<file path="config.mk">
export PLATFORM = sky130hd
export DESIGN_NAME = lsu_data_aligner
export DESIGN_NICKNAME = d
export VERILOG_FILES = /design/src/rtl/lsu_pkg.sv /design/src/rtl/lsu_addr_gen.sv /design/src/rtl/lsu_lane_steer.sv /design/src/rtl/lsu_load_extend.sv /design/src/rtl/lsu_data_aligner.sv
export SDC_FILE = /design/constraint.sdc
export NUM_CORES = 1
export LEC_CHECK = 0
export BUFFER_PORTS_ARGS = -buffer_cell sky130_fd_sc_hd__buf_4
export CAP_MARGIN = 20
export CORE_MARGIN = 2
export CORE_UTILIZATION = 46
export CTS_CLUSTER_SIZE = 25
export DETAILED_ROUTE_END_ITERATION = 16
export PLACE_DENSITY = 0.89
export REMOVE_ABC_BUFFERS = 1
export SYNTH_ARGS = -nofsm -noshare
export SYNTH_HDL_FRONTEND = slang
export SYNTH_SLANG_ARGS = --single-unit
</file>
<file path="constraint.sdc">
create_clock -name clk -period 7 [get_ports clk]
set_input_delay 0.7 -clock clk [delete_from_list [all_inputs] [get_ports clk]]
set_output_delay 0.7 -clock clk [all_outputs]
set_load 0.05 [all_outputs]
</file>
<file path="src/rtl/lsu_pkg.sv">
package lsu_pkg;
  localparam int XLEN   = 32;
  localparam int LANES  = XLEN / 8;
  localparam int OFF_W  = $clog2(LANES);
  localparam int WADR_W = XLEN - OFF_W;

  typedef enum logic [1:0] {
    SZ_BYTE = 2'd0,
    SZ_HALF = 2'd1,
    SZ_WORD = 2'd2,
    SZ_RSVD = 2'd3
  } acc_size_e;

  typedef struct packed {
    acc_size_e        size;
    logic             sgn;
    logic [OFF_W-1:0] off;
  } ld_ctx_t;

  // widen a signed displacement to the address width
  function automatic logic [XLEN-1:0] widen_disp(input logic [15:0] d);
    return {{(XLEN-16){d[15]}}, d};
  endfunction

  // misalignment rule for a size and the low address bits
  function automatic logic is_misaligned(input acc_size_e s, input logic [OFF_W-1:0] o);
    case (s)
      SZ_BYTE: return 1'b0;
      SZ_HALF: return o[0];
      SZ_WORD: return |o;
      default: return 1'b1;
    endcase
  endfunction

  // does lane l belong to an access of size s at offset o
  function automatic logic lane_hit(input acc_size_e s, input logic [OFF_W-1:0] o, input int l);
    case (s)
      SZ_BYTE: return (int'(o) == l);
      SZ_HALF: return (int'(o[OFF_W-1]) == (l / 2));
      SZ_WORD: return 1'b1;
      default: return 1'b0;
    endcase
  endfunction

  // byte that store data places on lane l
  function automatic logic [7:0] lane_wbyte(input acc_size_e s, input logic [XLEN-1:0] d, input int l);
    case (s)
      SZ_BYTE: return d[7:0];
      SZ_HALF: return d[8*(l%2) +: 8];
      default: return d[8*l +: 8];
    endcase
  endfunction
endpackage

</file>
<file path="src/rtl/lsu_addr_gen.sv">
module lsu_addr_gen
  import lsu_pkg::*;
#(
  parameter int DISP_W = 16
) (
  input  logic [XLEN-1:0]   base_i,
  input  logic [DISP_W-1:0] disp_i,
  output logic [XLEN-1:0]   ea_o
);
  logic [15:0] disp16;

  generate
    if (DISP_W >= 16) begin : g_trunc
      assign disp16 = disp_i[15:0];
    end else begin : g_ext
      assign disp16 = {{(16-DISP_W){disp_i[DISP_W-1]}}, disp_i};
    end
  endgenerate

  always_comb ea_o = base_i + widen_disp(disp16);
endmodule

</file>
<file path="src/rtl/lsu_lane_steer.sv">
module lsu_lane_steer
  import lsu_pkg::*;
(
  input  acc_size_e        size_i,
  input  logic [OFF_W-1:0] off_i,
  input  logic             store_i,
  input  logic [XLEN-1:0]  sdata_i,
  output logic [LANES-1:0] byte_en_o,
  output logic [XLEN-1:0]  wdata_o,
  output logic             wr_en_o,
  output logic             misalign_o
);
  logic bad;

  always_comb bad = is_misaligned(size_i, off_i);

  for (genvar l = 0; l < LANES; l++) begin : g_lane
    always_comb begin
      byte_en_o[l]       = lane_hit(size_i, off_i, l) & ~bad;
      wdata_o[8*l +: 8]  = lane_wbyte(size_i, sdata_i, l);
    end
  end

  always_comb begin
    misalign_o = bad;
    wr_en_o    = store_i & ~bad;
  end
endmodule

</file>
<file path="src/rtl/lsu_load_extend.sv">
module lsu_load_extend
  import lsu_pkg::*;
(
  input  logic             clk,
  input  logic             rst_n,
  input  ld_ctx_t          ctx_d,
  input  logic [XLEN-1:0]  mem_rdata_i,
  output ld_ctx_t          ctx_q,
  output logic [XLEN-1:0]  ldata_o
);
  logic [7:0]  sel_b;
  logic [15:0] sel_h;

  always_ff @(posedge clk or negedge rst_n) begin
    if (!rst_n) begin
      ctx_q <= '{size: SZ_WORD, sgn: 1'b0, off: '0};
    end else begin
      ctx_q <= ctx_d;
    end
  end

  always_comb begin
    sel_b = mem_rdata_i[8*ctx_q.off +: 8];
    sel_h = ctx_q.off[OFF_W-1] ? mem_rdata_i[31:16] : mem_rdata_i[15:0];
    case (ctx_q.size)
      SZ_BYTE: ldata_o = {{(XLEN-8){ctx_q.sgn & sel_b[7]}}, sel_b};
      SZ_HALF: ldata_o = {{(XLEN-16){ctx_q.sgn & sel_h[15]}}, sel_h};
      default: ldata_o = mem_rdata_i;
    endcase
  end
endmodule

</file>
<file path="src/rtl/lsu_data_aligner.sv">
module lsu_data_aligner
  import lsu_pkg::*;
#(
  parameter int DISP_W = 16
) (
  input  logic                clk,
  input  logic                rst_n,
  input  logic [31:0]         base_i,
  input  logic [DISP_W-1:0]   disp_i,
  input  logic [31:0]         sdata_i,
  input  logic [1:0]          size_i,
  input  logic                unsigned_i,
  input  logic                store_i,
  input  logic [31:0]         mem_rdata_i,
  output logic [29:0]         word_addr_o,
  output logic [3:0]          byte_en_o,
  output logic [31:0]         wdata_o,
  output logic                wr_en_o,
  output logic [31:0]         ldata_o,
  output logic                misalign_o
);
  logic [XLEN-1:0] ea_w;
  acc_size_e       size_w;
  ld_ctx_t         ctx_next_w;
  ld_ctx_t         ctx_cur_w;
  // named context wires for the checker
  logic [1:0]      ctx_size_w;
  logic            ctx_signed_w;

  assign size_w = acc_size_e'(size_i);

  lsu_addr_gen #(.DISP_W(DISP_W)) u_agen (
    .base_i (base_i),
    .disp_i (disp_i),
    .ea_o   (ea_w)
  );

  lsu_lane_steer u_steer (
    .size_i     (size_w),
    .off_i      (ea_w[OFF_W-1:0]),
    .store_i    (store_i),
    .sdata_i    (sdata_i),
    .byte_en_o  (byte_en_o),
    .wdata_o    (wdata_o),
    .wr_en_o    (wr_en_o),
    .misalign_o (misalign_o)
  );

  always_comb begin
    ctx_next_w.size = size_w;
    ctx_next_w.sgn  = ~unsigned_i;
    ctx_next_w.off  = ea_w[OFF_W-1:0];
  end

  lsu_load_extend u_ext (
    .clk         (clk),
    .rst_n       (rst_n),
    .ctx_d       (ctx_next_w),
    .mem_rdata_i (mem_rdata_i),
    .ctx_q       (ctx_cur_w),
    .ldata_o     (ldata_o)
  );

  assign word_addr_o  = ea_w[XLEN-1:OFF_W];
  assign ctx_size_w   = ctx_cur_w.size;
  assign ctx_signed_w = ctx_cur_w.sgn;
endmodule

</file>
==> results of run 1 <==
==> cell families after synthesis <==
group,Yosys count,synth area share
AOI/OAI and AO/OA,128,0.295
xor gates and xnor gates,30,0.0880
adders and majority gates,32,0.137
buffers and inverters,43,0.0751
DFF,5,0.0424
muxes,27,0.0981
and+or+nand+nor,172,0.265
==> per-stage QoR <==
stage / instances / area, sq um / worst slack, ps / util
global placement: 698 / 4520 / 3340 / 0.716
detailed placement: 698 / 4520 / 3200 / 0.716
CTS: 702 / 4570 / 3200 / 0.724
global route: 703 / 4580 / 3040 / 0.725
floorplan: 404 / 2800 / 3110 / -
finish: 703 / 4580 / 3180 / 0.725
==> cell type report <==
| type | count | share of cell area |
|---|---|---|
| Multi-Input combinational cell | 389 | 0.576 |
| Timing Repair Buffer | 218 | 0.358 |
| Sequential cell | 5 | 0.0276 |
| Tap cell | 77 | 0.0211 |
| Clock buffer | 4 | 0.00984 |
| Inverter | 10 | 0.00820 |
==> critical path, stage by stage <==
cell      delay, ps
buf_4           180
ha_1            380
a21oi_2         190
nand2_1          80
or4_4           480
a311oi_2        330
o31ai_2         160
a41oi_2         240
xnor2_1         140
buf_4           220
==> power by group through the flow <==
stage / Combinational [mW] / Clock [mW] / Sequential, mW
6_report: 0.714 / 0.0514 / 0.0402
5_1_grt: 0.750 / 0.0555 / 0.0414
4_1_cts: 0.710 / 0.0527 / 0.0402
2_1_floorplan: 0.473 / 0 / 0.0383
3_5_place_dp: 0.708 / 0 / 0.0404
3_3_place_gp: 0.700 / 0 / 0.0402
==> layer usage <==
layer  routed length (microns)  GRT usage
met5                         0          0
met3                       993     0.0482
met2                      5240      0.493
met4                       255     0.0851
met1                      4480      0.353
==> cell usage in the layout, fill, tap and decap left out, types with 4 or more instances in the layout <==
cell	count
a21o_1	19
a21oi_1	28
a221o_1	8
a22oi_1	8
buf_4	218
dfrtp_1	4
ha_1	31
inv_1	10
mux2_2	18
mux2i_1	9
nand2_1	96
nand2b_1	8
nand3_1	10
nand4_1	4
nor2_1	23
nor2b_1	8
o21ai_0	19
o21ai_1	13
o21bai_1	5
xnor2_1	19
xor2_1	11
==> final timing paths <==
path / startpoint / to / slack (ps) / cells past startpoint
setup / recovery: disp_i[15] / word_addr_o[28] / 3180 / 10
hold / removal: rst_n / u_ext.ctx_q[0] / 270 / 1
max in group asynchronous: rst_n / u_ext.ctx_q[4] / 6530 / 1
min in group clk: unsigned_i / u_ext.ctx_q[2] / 620 / 2
==> results.env, run 1 <==
RATIO_OF_ROUTED_VIAS_TO_STANDARD_CELLS=5.61
CELL_INTERNAL_PWR_mW=0.316
POWER.STATIC_LEAKAGE_nW=2.44
SYNTH_EDF_COUNT=0
POWER_FRAC_COMB=0.886
MOST_FLOPS_REGISTER='u_ext.ctx_q'
POST-ROUTE-DRC-COUNT=0
FILLERINSTANCES=544
ANTENNA_VIOLATIONS_BEFORE_REPAIR=0
IRDROPWORSTVDD_mV=0.131
RSZ_0062_RAISED_AFTER_GLOBAL_ROUTING='false'
COUNT_OF_MAPPED_CELLS_OUT_OF_SYNTHESIS=437
PLACEABLECOREAREA_SQ_UM=6310
GRT_START_MAX_NET_PINS=39
ANT_NETS=0
ROWS=29
GLOBAL_ROUTER_S_OVERALL_RESOURCE_USAGE=0.282
GR-TOTAL-OVERFLOW=0
DIE_X_MICRONS=84.5
SEQUENTIAL_CELL_AREA_SQ_UM=126
SYNTH_ASYNC_SR_FLOP_SHARE=1.00
NETLIST_AREA_SQ_UM=2980
SYNTH-MAIN-FF-CELL='dfrtp_1'
CTS-HOLD-FIX-BUFFERS=0
CTS.HTREE.LEVELS=1
FINAL_NETS=777
MULTIINPUTGATEAREA_SQ_UM=2630
FP.DIEAREA_SQ_UM=7150
CELLPOWERDENSITY_nW_PER_UM2=176
RELSLEWSLACK=0.393
FIN_TNS_SETUP_PS=0
VIAS_IN_THE_FIRST_GLOBAL_ROUTE=3643
FIRST_PASS_ITERS=4
HOLDCRITPATHCLASS='input port to async pin'
ANTENNADIODECOUNT=0
PLACE.DETAILED.HPWL_MICRONS=9220
TRITONCTS.NUM_BUFFERS=3
BUFFER_PORTS.INSERTED=217
YOSYSUNIQUECELLTYPES=57
RUN_STATUS='completed'
POST_DRT_WL_PER_CELL_MICRONS=15.6
LARGEST_REGISTER_FF_COUNT=5
DIEHEIGHT_MICRONS=84.5
FINAL-SETUP-VIOL-COUNT=0
FMAX_MHz=262
MAX_CAP_VIOL_COUNT=0
SYNTH.CELLS.MOST_FREQUENT='nand2_1 (96), ha_1 (31), a21oi_1 (28)'
FINAL_MAX_SLEW_VIOL_COUNT=0
SYNTH_AREA_LEADERS='ha_1 (13%), nand2_1 (12%), mux2_2 (6.8%)'
SYNTHDOMINANTCELLAREASHARE=0.130
CLOCK-ROOT-BUFFER='clkbuf_8'
REGISTERS_WITH_THE_MOST_FLIP_FLOPS='u_ext.ctx_q (5)'
NUM_IO_PINS=218
CRITPATHREQUIREDTIME_PS=6300
HOLD-WORST-SLACK_PS=275
POWER_SWITCHING_SHARE=0.608
POSTSYNTHAREAPERCELL_SQ_UM=6.83
PATH_MAX_FANOUT=17
DRIVE_GT1_FRAC=0.406
TOTALPOWERFINAL_mW=0.805
SYNTHMOSTINSTANTIATEDCELL='nand2_1'
TRITONCTS_CLOCK_TREE='done'
HOLD_VIOL_FINAL=0
CLK_PIN_SLEW_WORST_PATHS_PS=30
POST_CTS.RESIZED_INSTANCES=0
YS_WARN_COUNT=0
P_SWITCHING_mW=0.490
SYNTH.FF_LATCH_COUNT=5
INITIAL_UTILIZATION=0.473
CLOCK_SINK_COUNT=5
SYNTH.YOSYS.SEQ_AREA_SHARE=0.0423
GLOBALPLACE.CONGESTION=0.909
ROUTED-VIA-COUNT=3945
CTS-ROOT-TO-SINK-BUFFERS=2
DRTITER0DRC=219
SYNTHTOLAYOUTAREAGROWTH_PCT=53.3
WORST_PIN_SLEW_PS=908
NUMBER_OF_POST_CTS_SETUP_REPAIR_BUFFERS=0
PERIOD_MINUS_SLACK_PS=3820
SEQPWRFRAC=0.050
CLOCKPOWERSHARE=0.064
CRITICAL_PATH_START_TYPE='input port'
CP-END-KIND='primary output'
GRT_PASS1_WL_MICRONS=17000
WIRELENGTH_MICRONS=11000
CRIT_PATH_ARRIVAL_TIME_PS=3120
POST-ROUTE-PERIOD-UTIL=0.546
SYNTH_LARGEST_AREA_CELL='ha_1'
CRITICAL_PATH_CLASS='input port to primary output'
No activity file was read; power rests on OpenSTA's default activity.
==> run 2, diff against run 1 <==
--- a/config.mk
+++ b/config.mk
@@ -5,13 +5,14 @@
 export SDC_FILE = /design/constraint.sdc
 export NUM_CORES = 1
 export LEC_CHECK = 0
+export ABC_AREA = 1
 export BUFFER_PORTS_ARGS = -buffer_cell sky130_fd_sc_hd__buf_4
 export CAP_MARGIN = 20
 export CORE_MARGIN = 2
-export CORE_UTILIZATION = 46
+export CORE_UTILIZATION = 41
 export CTS_CLUSTER_SIZE = 25
 export DETAILED_ROUTE_END_ITERATION = 16
-export PLACE_DENSITY = 0.89
+export PLACE_DENSITY = 0.79
 export REMOVE_ABC_BUFFERS = 1
 export SYNTH_ARGS = -nofsm -noshare
 export SYNTH_HDL_FRONTEND = slang
==> constraint.sdc (replaced) <==
create_clock -name clk -period 3.3 [get_ports clk]
set_input_delay 0.33 -clock clk [delete_from_list [all_inputs] [get_ports clk]]
set_output_delay 0.33 -clock clk [all_outputs]
set_load 0.05 [all_outputs]
==> run 2 against run 1 <==
Effect of this change:
- highest routed layer unchanged
- critical path depth fell by 1
- global-route usage fell by 1.8 points
- largest power group unchanged
- total power increased by 120%
- combinational power rose by 120%
- die area rose by 36%
- critical path type is now register to primary output
- critical endpoint is now ldata_o[10]
==> results.env, run 2 <==
CRITICAL_PATH_START_TYPE='register'
POST_SYNTH_FA_HA_MAJ_AREA_FRACTION=0.111  # -0.0255
YOSYSUNIQUECELLTYPES=38  # -33%
SYNTH.FF_LATCH_COUNT=5  # unchanged
FIRST_PASS_ITERS=5  # +1
CRITPATHREQUIREDTIME_PS=2970  # -3330 ps
POWER_SWITCHING_SHARE=0.630  # +0.0221
COUNT_OF_MAPPED_CELLS_OUT_OF_SYNTHESIS=747  # +71%
POSTLAYOUTSETUPSLACKWORST_PS=771  # -2410 ps
MAIN_COMBINATIONAL_CELL_FAMILY_BY_AREA_AFTER_SYNTHESIS='simple AND/OR/NAND/NOR gates'
ANT_NETS=0  # unchanged
WORST_HOLD_STARTPOINT='unsigned_i'
GR-TOTAL-OVERFLOW=0  # unchanged
FINAL_NETS=1101  # +42%
YS_WARN_COUNT=0  # unchanged
CELLPOWERDENSITY_nW_PER_UM2=322  # +83%
TRITONCTS.NUM_BUFFERS=3  # unchanged
PLACE_INST=1053  # +51%
PRE_CTS_SLACK_PS=864  # -2340 ps
ANTENNADIODECOUNT=0  # unchanged
CLOCKPOWERSHARE=0.064  # about the same
FILLERINSTANCES=897  # +65%
NETLIST_AREA_SQ_UM=3670  # +23%
IRDROPWORSTVDD_mV=0.204  # +56%
POST_CTS.RESIZED_INSTANCES=0  # unchanged
GLOBAL_ROUTER_S_OVERALL_RESOURCE_USAGE=0.265  # -0.0176
GRT_PASS1_WL_MICRONS=21800  # +28%
DRTITER0DRC=252  # +15%
MOST_FLOPS_REGISTER='u_ext.ctx_q'
BUFFER_PORTS.INSERTED=217  # unchanged
CP-END-KIND='primary output'
YOSYS.AREA_SHARE.XOR_XNOR=0.0382  # -0.0498
PATH_MAX_FANOUT=24  # +7
FINAL-SETUP-VIOL-COUNT=0  # unchanged
ROWS=34  # +17%
RSZ_0062_RAISED_AFTER_GLOBAL_ROUTING='false'
DIEHEIGHT_MICRONS=98.6  # +17%
PLACEMENT.CELL_AREA_SQ_UM=5320  # +18%
MIN_TO='u_ext.ctx_q[2]'
LARGEST_REGISTER_FF_COUNT=5  # unchanged
SYNTH_AREA_LEADERS='nand2_1 (34%), inv_1 (14%), ha_1 (11%)'
FIN_UTIL=0.620  # -0.105
PLACE.DETAILED.HPWL_MICRONS=11400  # +24%
SYNTHTOLAYOUTAREAGROWTH_PCT=46.6
FIN_TNS_SETUP_PS=0  # unchanged
FMAX_MHz=395
POST-ROUTE-PERIOD-UTIL=0.766
ROUTED-VIA-COUNT=5090  # +29%
INITIAL_UTILIZATION=0.423  # -0.0501
P_SWITCHING_mW=1.09  # +120%
POST_DRT_WL_PER_CELL_MICRONS=12.4  # -21%
CRITICAL_PATH_CLASS='register to primary output'
SYNTH-MAIN-FF-CELL='dfrtp_1'
NUM_IO_PINS=218  # unchanged
VIAS_IN_THE_FIRST_GLOBAL_ROUTE=4660  # +28%
SYNTH_LARGEST_AREA_CELL='nand2_1'
CELL_INTERNAL_PWR_mW=0.640  # +100%
SYNTH-SIMPLE-AREA-SHARE=0.554  # +0.289
CLOCK_SINK_COUNT=5  # unchanged
WIRELENGTH_MICRONS=13100  # +19%
POST-ROUTE-DRC-COUNT=0  # unchanged
RATIO_OF_ROUTED_VIAS_TO_STANDARD_CELLS=4.81  # -14%
CLK_PIN_SLEW_WORST_PATHS_PS=30  # about the same
TRITONCTS_CLOCK_TREE='done'
ANTENNA_VIOLATIONS_BEFORE_REPAIR=0  # unchanged
TIMING.CRITICAL_PATH.FROM='u_ext.ctx_q[1]'
POWER.STATIC_LEAKAGE_nW=3.50  # +43%
RELSLEWSLACK=0.590  # +0.197
SYNTHMOSTINSTANTIATEDCELL='nand2_1'
MOSTFREQUENTLAYOUTCELL='nand2_1'
SYNTH_ASYNC_SR_FLOP_SHARE=1.00  # unchanged
FINAL_MAX_SLEW_VIOL_COUNT=0  # unchanged
LAYOUT_COMMON_CELLS='nand2_1 (331), buf_4 (219), inv_1 (134)'
PLACEABLECOREAREA_SQ_UM=8680  # +37%
GRT_START_MAX_NET_PINS=28  # -28%
SYNTH.CELLS.MOST_FREQUENT='nand2_1 (331), inv_1 (134), nand3_1 (58)'
CTS.HTREE.LEVELS=1  # unchanged
PERIOD_MINUS_SLACK_PS=2530
FINALNONFILLERCELLS=1058  # +50%
POWER_FRAC_COMB=0.894  # +0.008
REGISTERS_WITH_THE_MOST_FLIP_FLOPS='u_ext.ctx_q (5)'
SYNTH.YOSYS.SEQ_AREA_SHARE=0.0345  # -0.00789
SYNTH_EDF_COUNT=0  # unchanged
HOLDCRITPATHCLASS='input port to register'
DIE_X_MICRONS=98.6  # +17%
CTS-ROOT-TO-SINK-BUFFERS=2  # unchanged
WORST_PIN_SLEW_PS=614  # -294 ps
SEQPWRFRAC=0.042  # -0.008
MIN_DELAY_PATH_DEPTH=2
SYNTH.AREA.MUX_SHARE=0.00273  # -0.0954
HOLD_VIOL_FINAL=0  # unchanged
CRIT_PATH_ARRIVAL_TIME_PS=2200  # -920 ps
COMPOUND_GATE_PORTION_OF_THE_SYNTHESIZED_AREA=0.0846  # -0.211
DESIGN_AREA_SQ_UM=5380  # +18%
GLOBALPLACE.CONGESTION=0.985  # +8.4%
DRIVE_GT1_FRAC=0.278  # -0.128
NUMBER_OF_POST_CTS_SETUP_REPAIR_BUFFERS=0  # unchanged
MAX_CAP_VIOL_COUNT=0  # unchanged
POSTSYNTHAREAPERCELL_SQ_UM=4.91  # -28%
CLOCK-ROOT-BUFFER='clkbuf_8'
RUN_STATUS='completed'
FP.DIEAREA_SQ_UM=9720  # +36%
SYNTHDOMINANTCELLAREASHARE=0.339  # +0.209
-- run 2: metrics by stage --
step           hold slack (ps)  total power, mW
2_1_floorplan             34.4             1.10
3_3_place_gp               131             1.61
3_5_place_dp               133             1.62
4_1_cts                    259             1.73
5_1_grt                    260             1.85
6_report                   265             1.73
-- run 2: logic make-up after synthesis --
kind of cell               Yosys count
xor gates and xnor gates            16
muxes                                1
buffers and inverters              159
adders and majority gates           32
and+or+nand+nor                    482
AOI/OAI and AO/OA                   52
DFF                                  5
-- run 2: how the worst max path moves through the flow --
stage,endpoint,cells past startpoint
final,ldata_o[10],9
after global routing,word_addr_o[14],13
after CTS,ldata_o[10],9
after detailed placement,word_addr_o[14],13
after global placement,word_addr_o[14],13
after floorplan,byte_en_o[3],9
-- run 2: repair_timing --
item                                    4_1_cts  5_1_grt
hold buffers                                  1        0
endpoints found under the setup margin        0        0
hold endpoints to repair                      4        0
-- run 2: layer usage --
layer / wire length, microns / global-route usage / vias up
met5: 0 / 0 / -
met4: 229 / 0.0506 / 0
met3: 967 / 0.0270 / 20
met2: 5950 / 0.455 / 183
met1: 5920 / 0.362 / 2203
li1: - / - / 2684
-- run 2: layout make-up --
cell class,count,area [sq um],area share
well taps,108,135,0.0251
multi-input cells,583,2900,0.539
inverters,138,518,0.0963
repair buffers,220,1650,0.308
clock buffers,4,45.0,0.00838
flip-flops and latches,5,126,0.0235
-- run 2: critical path, cell delays in order (launching register included) --
cell,delay (ps)
dfrtp_1,350
buf_4,180
inv_2,220
nand2_1,80
nand2_1,110
o21ai_1,90
a21oi_2,160
nand2_2,290
o311ai_0,220
buf_4,280
-- run 2: power by group through the flow --
stage / sequential, mW / combinational [mW] / clock, mW
2_1_floorplan: 0.0796 / 1.02 / 0
3_3_place_gp: 0.0727 / 1.54 / 0
3_5_place_dp: 0.0727 / 1.54 / 0
4_1_cts: 0.0720 / 1.55 / 0.114
5_1_grt: 0.0728 / 1.66 / 0.116
6_report: 0.0720 / 1.55 / 0.111
